--- src/rtl/mdio_mgmt_pkg.sv ---
package mdio_mgmt_pkg;
  localparam int REG_ADDR_W = 2;
  localparam int FRAME_W    = 32;
  localparam int PRE_LEN    = 32;
  localparam int FRAME_BITS = PRE_LEN + FRAME_W;
  localparam int DATA_W     = 16;
  localparam int TA_POS     = FRAME_BITS - DATA_W - 2;
  localparam int DATA_POS   = FRAME_BITS - DATA_W;
  localparam int OP_HI      = 29;
  localparam int OP_LO      = 28;
  localparam int EVENT_BIT  = 23;
  localparam logic [1:0] OP_READ = 2'b10;

  typedef enum logic [REG_ADDR_W-1:0] {
    REG_FRAME = 2'd0,
    REG_SPEED = 2'd1,
    REG_EVENT = 2'd2
  } reg_sel_e;
endpackage

--- src/rtl/mdc_divider.sv ---
module mdc_divider #(
  parameter int DIV_W = 6
) (
  input  logic             clk,
  input  logic             rst_n,
  input  logic             en,
  input  logic [DIV_W-1:0] half_cnt,
  output logic             mdc,
  output logic             rise,
  output logic             fall
);
  logic [DIV_W-1:0] cnt_q;
  logic             mdc_q;
  logic             term;

  assign term = en && (cnt_q == half_cnt - 1'b1);
  assign rise = term && !mdc_q;
  assign fall = term && mdc_q;
  assign mdc  = mdc_q;

  always_ff @(posedge clk or negedge rst_n) begin
    if (!rst_n) begin
      cnt_q <= '0;
      mdc_q <= 1'b0;
    end else if (!en) begin
      cnt_q <= '0;
      mdc_q <= 1'b0;
    end else if (term) begin
      cnt_q <= '0;
      mdc_q <= !mdc_q;
    end else begin
      cnt_q <= cnt_q + 1'b1;
    end
  end
endmodule

--- src/rtl/mdio_frame_engine.sv ---
module mdio_frame_engine
  import mdio_mgmt_pkg::*;
(
  input  logic               clk,
  input  logic               rst_n,
  input  logic               start,
  input  logic [FRAME_W-1:0] frame_in,
  input  logic               rise,
  input  logic               fall,
  input  logic               mdi,
  output logic               busy,
  output logic               done,
  output logic               mdo,
  output logic               mdo_oe,
  output logic [DATA_W-1:0]  rd_word
);
  localparam int IDX_W = $clog2(FRAME_BITS);
  localparam logic [IDX_W-1:0] LAST_IDX = IDX_W'(FRAME_BITS - 1);
  localparam logic [IDX_W-1:0] PRE_END  = IDX_W'(PRE_LEN);
  localparam logic [IDX_W-1:0] TA_IDX   = IDX_W'(TA_POS);
  localparam logic [IDX_W-1:0] DAT_IDX  = IDX_W'(DATA_POS);

  logic               busy_q;
  logic [IDX_W-1:0]   idx_q;
  logic [FRAME_W-1:0] sh_q;
  logic               rd_mode_q;
  logic [DATA_W-1:0]  cap_q;

  always_ff @(posedge clk or negedge rst_n) begin
    if (!rst_n) begin
      busy_q    <= 1'b0;
      idx_q     <= '0;
      sh_q      <= '0;
      rd_mode_q <= 1'b0;
      cap_q     <= '0;
    end else if (start && !busy_q) begin
      busy_q    <= 1'b1;
      idx_q     <= '0;
      sh_q      <= frame_in;
      rd_mode_q <= (frame_in[OP_HI:OP_LO] == OP_READ);
      cap_q     <= '0;
    end else if (busy_q) begin
      if (rise && rd_mode_q && (idx_q >= DAT_IDX))
        cap_q <= {cap_q[DATA_W-2:0], mdi};
      if (fall) begin
        if (idx_q == LAST_IDX) busy_q <= 1'b0;
        else                   idx_q  <= idx_q + 1'b1;
        if (idx_q >= PRE_END)
          sh_q <= {sh_q[FRAME_W-2:0], 1'b0};
      end
    end
  end

  assign busy    = busy_q;
  assign done    = busy_q && fall && (idx_q == LAST_IDX);
  assign mdo     = (!busy_q || (idx_q < PRE_END)) ? 1'b1 : sh_q[FRAME_W-1];
  assign mdo_oe  = busy_q && !(rd_mode_q && (idx_q >= TA_IDX));
  assign rd_word = cap_q;
endmodule

--- src/rtl/mdio_mgmt_ctrl.sv ---
module mdio_mgmt_ctrl
  import mdio_mgmt_pkg::*;
#(
  parameter int DIV_W = 6
) (
  input  logic                  clk,
  input  logic                  rst_n,
  input  logic                  bus_we,
  input  logic [REG_ADDR_W-1:0] bus_addr,
  input  logic [31:0]           bus_wdata,
  output logic [31:0]           bus_rdata,
  output logic                  mdc,
  output logic                  mdio_o,
  output logic                  mdio_oe,
  input  logic                  mdio_i
);
  logic [FRAME_W-1:0] frame_q;
  logic [DIV_W-1:0]   speed_q;
  logic [DIV_W-1:0]   div_q;
  logic               ev_q;
  logic               busy, done, rise, fall;
  logic [DATA_W-1:0]  rd_word;
  logic               wr_frame, wr_speed, wr_event, launch, is_read;

  assign wr_frame = bus_we && (bus_addr == REG_FRAME);
  assign wr_speed = bus_we && (bus_addr == REG_SPEED);
  assign wr_event = bus_we && (bus_addr == REG_EVENT);
  assign launch   = wr_frame && !busy && (speed_q != '0);
  assign is_read  = (frame_q[OP_HI:OP_LO] == OP_READ);

  always_ff @(posedge clk or negedge rst_n) begin
    if (!rst_n) begin
      frame_q <= '0;
      speed_q <= '0;
      div_q   <= '0;
      ev_q    <= 1'b0;
    end else begin
      if (launch) begin
        frame_q <= bus_wdata;
        div_q   <= speed_q;
      end else if (done && is_read) begin
        frame_q[DATA_W-1:0] <= rd_word;
      end
      if (wr_speed) speed_q <= bus_wdata[DIV_W:1];
      if (done)                              ev_q <= 1'b1;
      else if (wr_event && bus_wdata[EVENT_BIT]) ev_q <= 1'b0;
    end
  end

  always_comb begin
    bus_rdata = '0;
    case (bus_addr)
      REG_FRAME: bus_rdata = frame_q;
      REG_SPEED: bus_rdata[DIV_W:1] = speed_q;
      REG_EVENT: bus_rdata[EVENT_BIT] = ev_q;
      default:   bus_rdata = '0;
    endcase
  end

  mdc_divider #(.DIV_W(DIV_W)) u_div (
    .clk      (clk),
    .rst_n    (rst_n),
    .en       (busy),
    .half_cnt (div_q),
    .mdc      (mdc),
    .rise     (rise),
    .fall     (fall)
  );

  mdio_frame_engine u_eng (
    .clk      (clk),
    .rst_n    (rst_n),
    .start    (launch),
    .frame_in (bus_wdata),
    .rise     (rise),
    .fall     (fall),
    .mdi      (mdio_i),
    .busy     (busy),
    .done     (done),
    .mdo      (mdio_o),
    .mdo_oe   (mdio_oe),
    .rd_word  (rd_word)
  );
endmodule

--- config.mk ---
export PLATFORM = sky130hd
export DESIGN_NAME = mdio_mgmt_ctrl
export DESIGN_NICKNAME = d
export VERILOG_FILES = /design/src/rtl/mdio_mgmt_pkg.sv /design/src/rtl/mdc_divider.sv /design/src/rtl/mdio_frame_engine.sv /design/src/rtl/mdio_mgmt_ctrl.sv
export SDC_FILE = /design/constraint.sdc
export NUM_CORES = 1
export LEC_CHECK = 0
export BUFFER_PORTS_ARGS = -buffer_cell sky130_fd_sc_hd__buf_2
export CAP_MARGIN = 10
export CELL_PAD_IN_SITES_DETAIL_PLACEMENT = 0
export CELL_PAD_IN_SITES_GLOBAL_PLACEMENT = 1
export CORE_UTILIZATION = 49
export DETAILED_ROUTE_END_ITERATION = 8
export GPL_TIMING_DRIVEN = 1
export PLACE_DENSITY = 0.83
export SLEW_MARGIN = 20
export SYNTH_ARGS = -nofsm -noshare
export SYNTH_HDL_FRONTEND = slang
export SYNTH_SLANG_ARGS = --single-unit
--- constraint.sdc ---
create_clock -name clk -period 6.8 [get_ports clk]
set_input_delay 0 -clock clk [delete_from_list [all_inputs] [get_ports clk]]
set_output_delay 0 -clock clk [all_outputs]
set_load 0.005 [all_outputs]
==> results.txt, run 1 <==
The run finished with clean final reports. The top cell type's share of synthesized area came out at 50.93%. After detailed routing, the met3 layer carries 635 um of wire. Required time of the critical path: 7.05 ns.

Static timing analysis puts the maximum clock frequency at 317.0 MHz. The number of distinct library cell variants in the gate-level netlist after synthesis is 51. The final critical path takes up 46.39% of the cycle. Summed over all layers, the global routing overflow is 0.

Entering global routing, the biggest net connects 80 pins. Biggest area consumer among synthesized cells: sky130_fd_sc_hd__dfrtp_1. When the netlist entered floorplanning its net count stood at 525. The synthesized netlist occupies a cell area of 5306 sq um. The first TritonRoute pass finished after 8 iterations. Routability congestion estimate: 0.7829.

The total negative slack is 0 ns, and the number of DRC violations after detailed routing is 0. Of the synthesized area, sequential elements account for 50.93%. The warning count from the yosys run came out at 0. The total placed cells including tap cells was 661; the share of flip-flops with an asynchronous set or reset after synthesis was 100.0%. The flip-flop and latch count after synthesis was 108.

Setup repair after global routing left no endpoint under its margin. Timing analysis after detailed placement gives a worst setup slack of 3.673 ns. The number of global-route vias before repair is 3946. The leakage power total was 3.135 nW; the global-route usage over all layers was 23.22%. The final setup violation count is 0. The tools report the kind of capture point of the worst setup path as a register. Of all nets on the critical path, the largest fanout is 26.

Clock-pin slew was measured on the worst setup and hold paths at 0.11 ns. For the worst setup path, the data arrival time is 3.41 ns. The first global-routing pass estimated 20420 um of wire. The number of max-slew violations in the final report was 0; the vias per cell was 5.694. Subtracting the final worst setup slack from the clock period gives 3.155 ns. Count of buffers inserted at the top-level ports: 72.

Cells fill 59.57% of the core in the end. In this run the deepest clock path goes through 2 buffers. The number of clock buffers added by TritonCTS is 9.

Measured along the x axis, the die boundary spans 106.1 um. The count of final hold-check violations was 0. The number of H-tree levels was 3. For the number of nets still failing antenna checks after routing, the log shows 0. The worst hold path belongs to the class in2reg. For the total power draw, the log shows 2.240 mW. The clock skew is 0.01531 ns. In the synthesized netlist, the number of instances is 483. Yosys attributes the largest share of cell area to sky130_fd_sc_hd__dfrtp_1 (51%), sky130_fd_sc_hd__and2_1 (6.6%), sky130_fd_sc_hd__a221o_1 (5.3%), sky130_fd_sc_hd__a21o_1 (4.0%), sky130_fd_sc_hd__mux2_4 (2.8%). Die outline area: 11250 sq um. The tree is rooted in a sky130_fd_sc_hd__clkbuf_8. Diode insertion count for antenna repair: 0. The clock latency on the worst-skew pair was 0.37 ns; the number of standard cells in the final layout excluding fillers was 709. The initial antenna violation count was 0. After the last flow step, the layout net total stands at 611.

The average size of a mapped cell was 10.99 sq um. For the detailed-routed wire length on met2, the log shows 5588 um. The core region is 10420 sq um. Measured along the y axis, the die boundary spans 106.1 um. The worst pin sits at a relative slew slack of 26.88%.

After layout, the worst setup slack is 3.645 ns. During I/O placement, the number of pins put on the boundary was 73. After detailed routing, the wire length on met1 is 5993 um. After floorplanning, the core was divided into 37 placement rows. The critical path is of the reg2reg type.

TritonCTS built the clock tree. The most used flip-flop cell after synthesis is sky130_fd_sc_hd__dfrtp_1. The logs give 326 for the number of DRC markers after the initial detailed-route iteration and 0 for the max-cap violation count. The startpoint type of the worst setup path was a register.

The logs give 33 for the number of hold-repair buffers added at the cts stage and 12350 um for the routed wire length. The area growth from synthesis to layout is 16.93%. The starting density of the core was 50.94%; the detailed placement HPWL was 7903 um.

The slew of the pin with the lowest slew margin was 1.094 ns. Yosys mapped a number of flops with a built-in enable equal to 0. Number of gates resized after CTS: 0. The highest metal layer with signal wires was met4. The power per unit of standard cell area is 361.0 nW/um^2, and the total setup buffers inserted after CTS is 0. VDD sags by at most 0.3036 mV. In the final routed layout, each cell accounts on average for 17.41 um. The final route contains 4037 vias. The clock sink count is 108, and the share of final-layout standard cells stronger than drive strength 1 is 22.16%.
[worst paths after layout]
kind	slack, ns	depth (start not counted)	to	startpoint
max in group asynchronous	5.38	3	frame_q[1]	rst_n
hold reg to reg	0.48	1	frame_q[31]	frame_q[31]
setup / recovery	3.65	5	u_eng.idx_q[1]	div_q[0]
min in group asynchronous	0.08	2	frame_q[25]	rst_n
setup reg to reg	3.65	5	u_eng.idx_q[1]	div_q[0]
hold / removal	0.007	3	u_eng.sh_q[14]	bus_wdata[14]
[per-stage QoR]
stage,area [sq um],hold WS [ns]
floorplan,5306,-0.2956
global placement,5702,-0.05022
detailed placement,5702,-0.04669
CTS,6205,0.001336
global route,6205,0.02084
finish,6205,0.007170
[registers in the layout, summed over array words and instances, names as in the netlist, 6 cells and up]
signal / cells
div_q: 6
speed_q: 6
u_eng.sh_q: 32
u_eng.idx_q: 6
u_eng.rd_word: 16
u_div.cnt_q: 6
frame_q: 32
[layout by cell type (no fill, tap or decap), drive strengths merged, types with 19 or more instances in the layout]
cell type,n
o31ai,19
nor2,20
mux2,23
nand2,39
nand4,19
buf,77
dlygate4sd3,33
a21o,28
dfrtp,108
and2,56
a221o,28
[cells in the mapped netlist, types with 2 or more instances]
library cell,count
sky130_fd_sc_hd__nand4_1,19
sky130_fd_sc_hd__inv_1,5
sky130_fd_sc_hd__a31oi_1,2
sky130_fd_sc_hd__buf_6,3
sky130_fd_sc_hd__nor2_1,20
sky130_fd_sc_hd__a31o_2,2
sky130_fd_sc_hd__clkbuf_1,18
sky130_fd_sc_hd__and2_1,56
sky130_fd_sc_hd__or3_1,2
sky130_fd_sc_hd__a31oi_2,2
sky130_fd_sc_hd__ha_1,4
sky130_fd_sc_hd__nand3b_1,3
sky130_fd_sc_hd__buf_2,10
sky130_fd_sc_hd__a21o_1,28
sky130_fd_sc_hd__nor3_1,6
sky130_fd_sc_hd__mux2i_1,9
sky130_fd_sc_hd__and3_1,3
sky130_fd_sc_hd__xnor2_1,4
sky130_fd_sc_hd__mux2_4,10
sky130_fd_sc_hd__nand4b_1,2
sky130_fd_sc_hd__o211ai_1,4
sky130_fd_sc_hd__mux2_2,13
sky130_fd_sc_hd__xor2_1,6
sky130_fd_sc_hd__buf_1,2
sky130_fd_sc_hd__nand2_1,39
sky130_fd_sc_hd__and4_1,3
sky130_fd_sc_hd__a21oi_1,17
sky130_fd_sc_hd__o21ai_0,8
sky130_fd_sc_hd__nand3_1,7
sky130_fd_sc_hd__nor2b_1,3
sky130_fd_sc_hd__dfrtp_1,108
sky130_fd_sc_hd__o31ai_1,19
sky130_fd_sc_hd__a221o_1,28
[per-layer routing]
metal | up-vias | global-route usage [%]
met5 | - | 0
met3 | 12 | 3.250
met4 | 0 | 6.448
met1 | 1988 | 34.58
li1 | 1931 | -
met2 | 106 | 35.53
[area by class of cell]
class / count / area, sq um
inverters: 5 / 18.77
multi-input cells: 335 / 2410
flip-flops and latches: 108 / 2703
fillers: 879 / 4212
well taps: 136 / 170.2
repair buffers: 110 / 730.7
clock inverters: 6 / 48.80
clock buffers: 9 / 123.9
[power breakdown]
part / internal [mW] / total [mW] / switching, mW
clock: 0.135 / 0.361 / 0.225
sequential: 0.848 / 1.03 / 0.181
combinational: 0.325 / 0.850 / 0.526
total: 1.31 / 2.24 / 0.932
[critical path: stages (launching register included)]
cell	delay, ns
sky130_fd_sc_hd__dfrtp_1	0.43
sky130_fd_sc_hd__or4_4	0.55
sky130_fd_sc_hd__o21ai_2	0.17
sky130_fd_sc_hd__nand4_1	0.86
sky130_fd_sc_hd__nor3_1	0.64
sky130_fd_sc_hd__mux2_2	0.39
[cells by family (layout without fill, tap and decap cells)]
logic type                 after synthesis  in the layout  share of synthesized area (%)
adders and majority gates                4              4                         0.9432
DFF                                    108            108                          50.93
and+or+nand+nor                        172            172                          18.18
muxes                                   32             32                          7.286
buffers and inverters                   40            130                          3.867
xor gates and xnor gates                10             10                          1.650
AOI/OAI and AO/OA                      117            117                          17.14
No activity file was read; power rests on OpenSTA's default activity.
==> run 2, diff against run 1 <==
CORE_UTILIZATION = 41   (was 49)
PLACE_DENSITY = 0.74   (was 0.83)
clock period = 2.7 ns   (was 6.8 ns; I/O delays follow)
==> run 2 against run 1 <==
Effect of this change:
- wire length up 7.9%
- highest routed layer unchanged
- fmax up 23%
- register-to-register slack worse by 3.5 ns
- die area up 19%
- largest power group unchanged
- total power rose to 2.9 times the previous value
==> results.txt, run 2 (same netlist as run 1, synthesis figures left out) <==
The wire length of the first global-routing pass was 21020 um (was 20420 um). The die outline area came out at 13400 sq um (was 11250 sq um). The tools report the kind of capture point of the worst setup path as a register (unchanged).

The standard-cell row count is 41 (was 37), and the count of final hold-check violations is 0 (unchanged). The starting density of the core was 42.05% (was 50.94%). The count of buffers inserted at the top-level ports came out at 72 (unchanged). The share of power burned in the clock network came out at 23.4% (was 16.1%). Final critical-path share of the clock period: 94.91% (was 46.39%). The slew of the pin with the lowest slew margin works out to 0.8673 ns (was 1.094 ns).

The run gives 0.008196 ns (was 0.01531 ns) as the clock skew. The floorplan die height works out to 115.8 um (was 106.1 um). The share of total power consumed by net switching is 37.99% (was 41.63%), and the relative contribution of sequential cells to total power is 39.7% (was 45.9%). The startpoint of the worst setup timing path was div_q[0] (unchanged). The detailed placement HPWL was 9018 um (was 7903 um). Most frequent cells in the layout: sky130_fd_sc_hd__dfrtp_1 (108), sky130_fd_sc_hd__buf_2 (71), sky130_fd_sc_hd__and2_1 (56) (unchanged). The required time of the critical path was 2.92 ns (was 7.05 ns). The logs give 0.1374 ns (was 3.645 ns) for the final setup slack of the worst path and 0 (unchanged) for the diode insertion count for antenna repair.

The highest ir drop seen on vdd was 0.4459 mV (was 0.3036 mV); the clock latency on the worst-skew pair was 0.34 ns (was 0.37 ns). The relative max-transition margin came out at 42.18% (was 26.88%). The width of the chip came out at 115.8 um (was 106.1 um). For the placeable core area, the log shows 12620 sq um (was 10420 sq um).

The number of nets still failing antenna checks after routing came out at 0 (unchanged). The type of the worst setup path is reg2reg (unchanged). The critical path capture point is frame_q[11] (was u_eng.idx_q[1]).

Classification of the worst-slack hold path: in2reg (unchanged). The highest metal layer with signal wires was met4 (unchanged). The number of global-route vias before repair came out at 4052 (was 3946).

The run gives 67 (was 80) as the largest net degree at the start of global routing. The tools report the startpoint type of the worst setup path as a register (unchanged). The routed wire length is 13330 um (was 12350 um), and the worst setup slack after placement is 0.1496 ns (was 3.673 ns). The run gives 2.462 mW (was 0.9325 mW) as the net switching power. The number of standard cells in the final layout excluding fillers is 748 (was 709), and the vias per cell is 5.489 (was 5.694). The tools report the number of buffers inserted during clock tree synthesis as 9 (unchanged).

For the number of max-slew violations in the final report, the log shows 0 (unchanged). The residual overflow from global routing is 0 (unchanged), and the area growth from synthesis to layout is 21.65% (was 16.93%). The tools report the detailed-routed wire length on met2 as 6363 um (was 5588 um). The shortest period the worst path allows is 2.563 ns (was 3.155 ns), and the highest fanout seen on the critical path is 16 (was 26). The cell-internal power was 4.018 mW (was 1.307 mW).

The clock transition at the register clock pins on the worst setup and hold paths after CTS was 0.07 ns (was 0.11 ns). The run gives 20.68% (was 23.22%) as the global-route usage over all layers. The beginning of the worst register-to-register path is div_q[0] (unchanged). The destination of the worst register-to-register timing path was frame_q[11] (was u_eng.idx_q[1]). The maximum frequency from static timing analysis is 390.2 MHz (was 317.0 MHz), and the clock sink count is 108 (unchanged). The total negative slack is 0 ns (unchanged), and the final hold slack is 0.006215 ns (was 0.007170 ns). The routability congestion estimate was 0.8141 (was 0.7829). TritonCTS built the clock tree. The tools report the maximum root-to-sink buffer count as 2 (unchanged). The run gives 0 (unchanged) as the max-cap violation count. The run finished with clean final reports. Via count: 4106 (was 4037). For the number of DRC violations after detailed routing, the log shows 0 (unchanged). The final layout net count is 613 (was 611), and the number of ports placed on the die boundary is 73 (unchanged). The commonest non-fill, non-tap cell in the layout is sky130_fd_sc_hd__dfrtp_1 (unchanged).

The cell count of the worst reg-to-reg path is 7 (was 5), and the number of DRC markers after the initial detailed-route iteration is 304 (was 326). The arrival time of data at the critical path endpoint was 2.78 ns (was 3.41 ns). The total placed cells including tap cells is 709 (was 661).

Setup repair after global routing left no endpoint under its margin. Power per unit of standard cell area: 1004 nW/um^2 (was 361.0 nW/um^2). The number of gates resized after CTS came out at 0 (unchanged). The routed length per placed instance was 17.81 um (was 17.41 um). Combinational group share of total power: 37.0% (was 38.0%). The root buffer selected by CTS was sky130_fd_sc_hd__clkbuf_16 (was sky130_fd_sc_hd__clkbuf_8). The number of detailed-route iterations in the first pass came out at 4 (was 8). Final setup violation count: 0 (unchanged).

The logs give 0 (unchanged) for the initial antenna violation count and 0.14 ns (was 3.65 ns) for the setup slack of the worst register-to-register path. The share of final-layout standard cells stronger than drive strength 1 was 24.31% (was 22.16%); the number of H-tree levels was 3 (unchanged). The leakage power total was 3.244 nW (was 3.135 nW); the amount of wire on met3 after detailed routing was 469 um (was 635 um).

For the wire length on met1, the log shows 6304 um (was 5993 um).
[run 2: cell types whose count changed in the layout (fill, tap and decap cells not counted), sizes merged]
cell | before | now
inv | 7 | 5
dlygate4sd3 | 33 | 23
clkbuf | 9 | 10
clkinvlp | 2 | 1
buf | 77 | 89
bufinv | 0 | 3
[run 2: layout make-up]
cell class	instances	area, sq um
clock buffers	10	239.0
inverters	5	18.77
clock inverters	6	111.4
fillers	1154	6165
multi-input cells	335	2410
repair buffers	112	758.2
flip-flops and latches	108	2703
well taps	172	215.2
[run 2: how the worst min path moves through the flow]
| stage | depth (start not counted) | slack (ns) | from | end |
|---|---|---|---|---|
| after detailed placement | 1 | 0.18 | rst_n | frame_q[27] |
| after floorplan | 0 | -0.30 | rst_n | div_q[0] |
| after global placement | 1 | 0.16 | rst_n | frame_q[26] |
| final | 3 | 0.006 | bus_wdata[12] | u_eng.sh_q[12] |
| after CTS | 3 | 0.0003 | bus_wdata[10] | u_eng.sh_q[10] |
| after global routing | 3 | 0.004 | bus_wdata[10] | u_eng.sh_q[10] |
[run 2: metal layers]
layer / GRT usage (%) / up-vias
met5: 0 / -
met4: 7.265 / 0
met3: 2.981 / 16
met2: 34.09 / 91
met1: 27.92 / 2063
li1: - / 1936
[run 2: worst max-delay path, cell delays in order (launching register included)]
cell and delay [ns]:
sky130_fd_sc_hd__dfrtp_1 0.40, sky130_fd_sc_hd__inv_1 0.08, sky130_fd_sc_hd__ha_1 0.23, sky130_fd_sc_hd__nor2b_1 0.13, sky130_fd_sc_hd__or3_1 0.38, sky130_fd_sc_hd__a31oi_2 0.43, sky130_fd_sc_hd__nand3_4 0.38, sky130_fd_sc_hd__mux2_4 0.41
[run 2: power groups by stage]
stage	logic (mW)	registers [mW]	clock network, mW
3_3_place_gp	2.26	2.58	0
2_1_floorplan	1.71	2.45	0
3_5_place_dp	2.35	2.60	0
5_1_grt	2.61	2.64	1.61
4_1_cts	2.39	2.57	1.54
6_report	2.40	2.57	1.51
[run 2: what timing repair did]
action | CTS | global route
endpoints found under the hold margin | 91 | 0
buffers inserted | 0 | 0
hold buffers | 23 | 0
[run 2: metrics by stage]
| stage | util [%] | total power [mW] | cell area (sq um) |
|---|---|---|---|
| after global placement | 46.55 | 4.847 | 5874 |
| after detailed placement | 46.55 | 4.945 | 5874 |
| after CTS | 51.15 | 6.496 | 6455 |
| after floorplan | - | 4.154 | 5306 |
| final | 51.15 | 6.480 | 6455 |
| after global routing | 51.15 | 6.853 | 6455 |
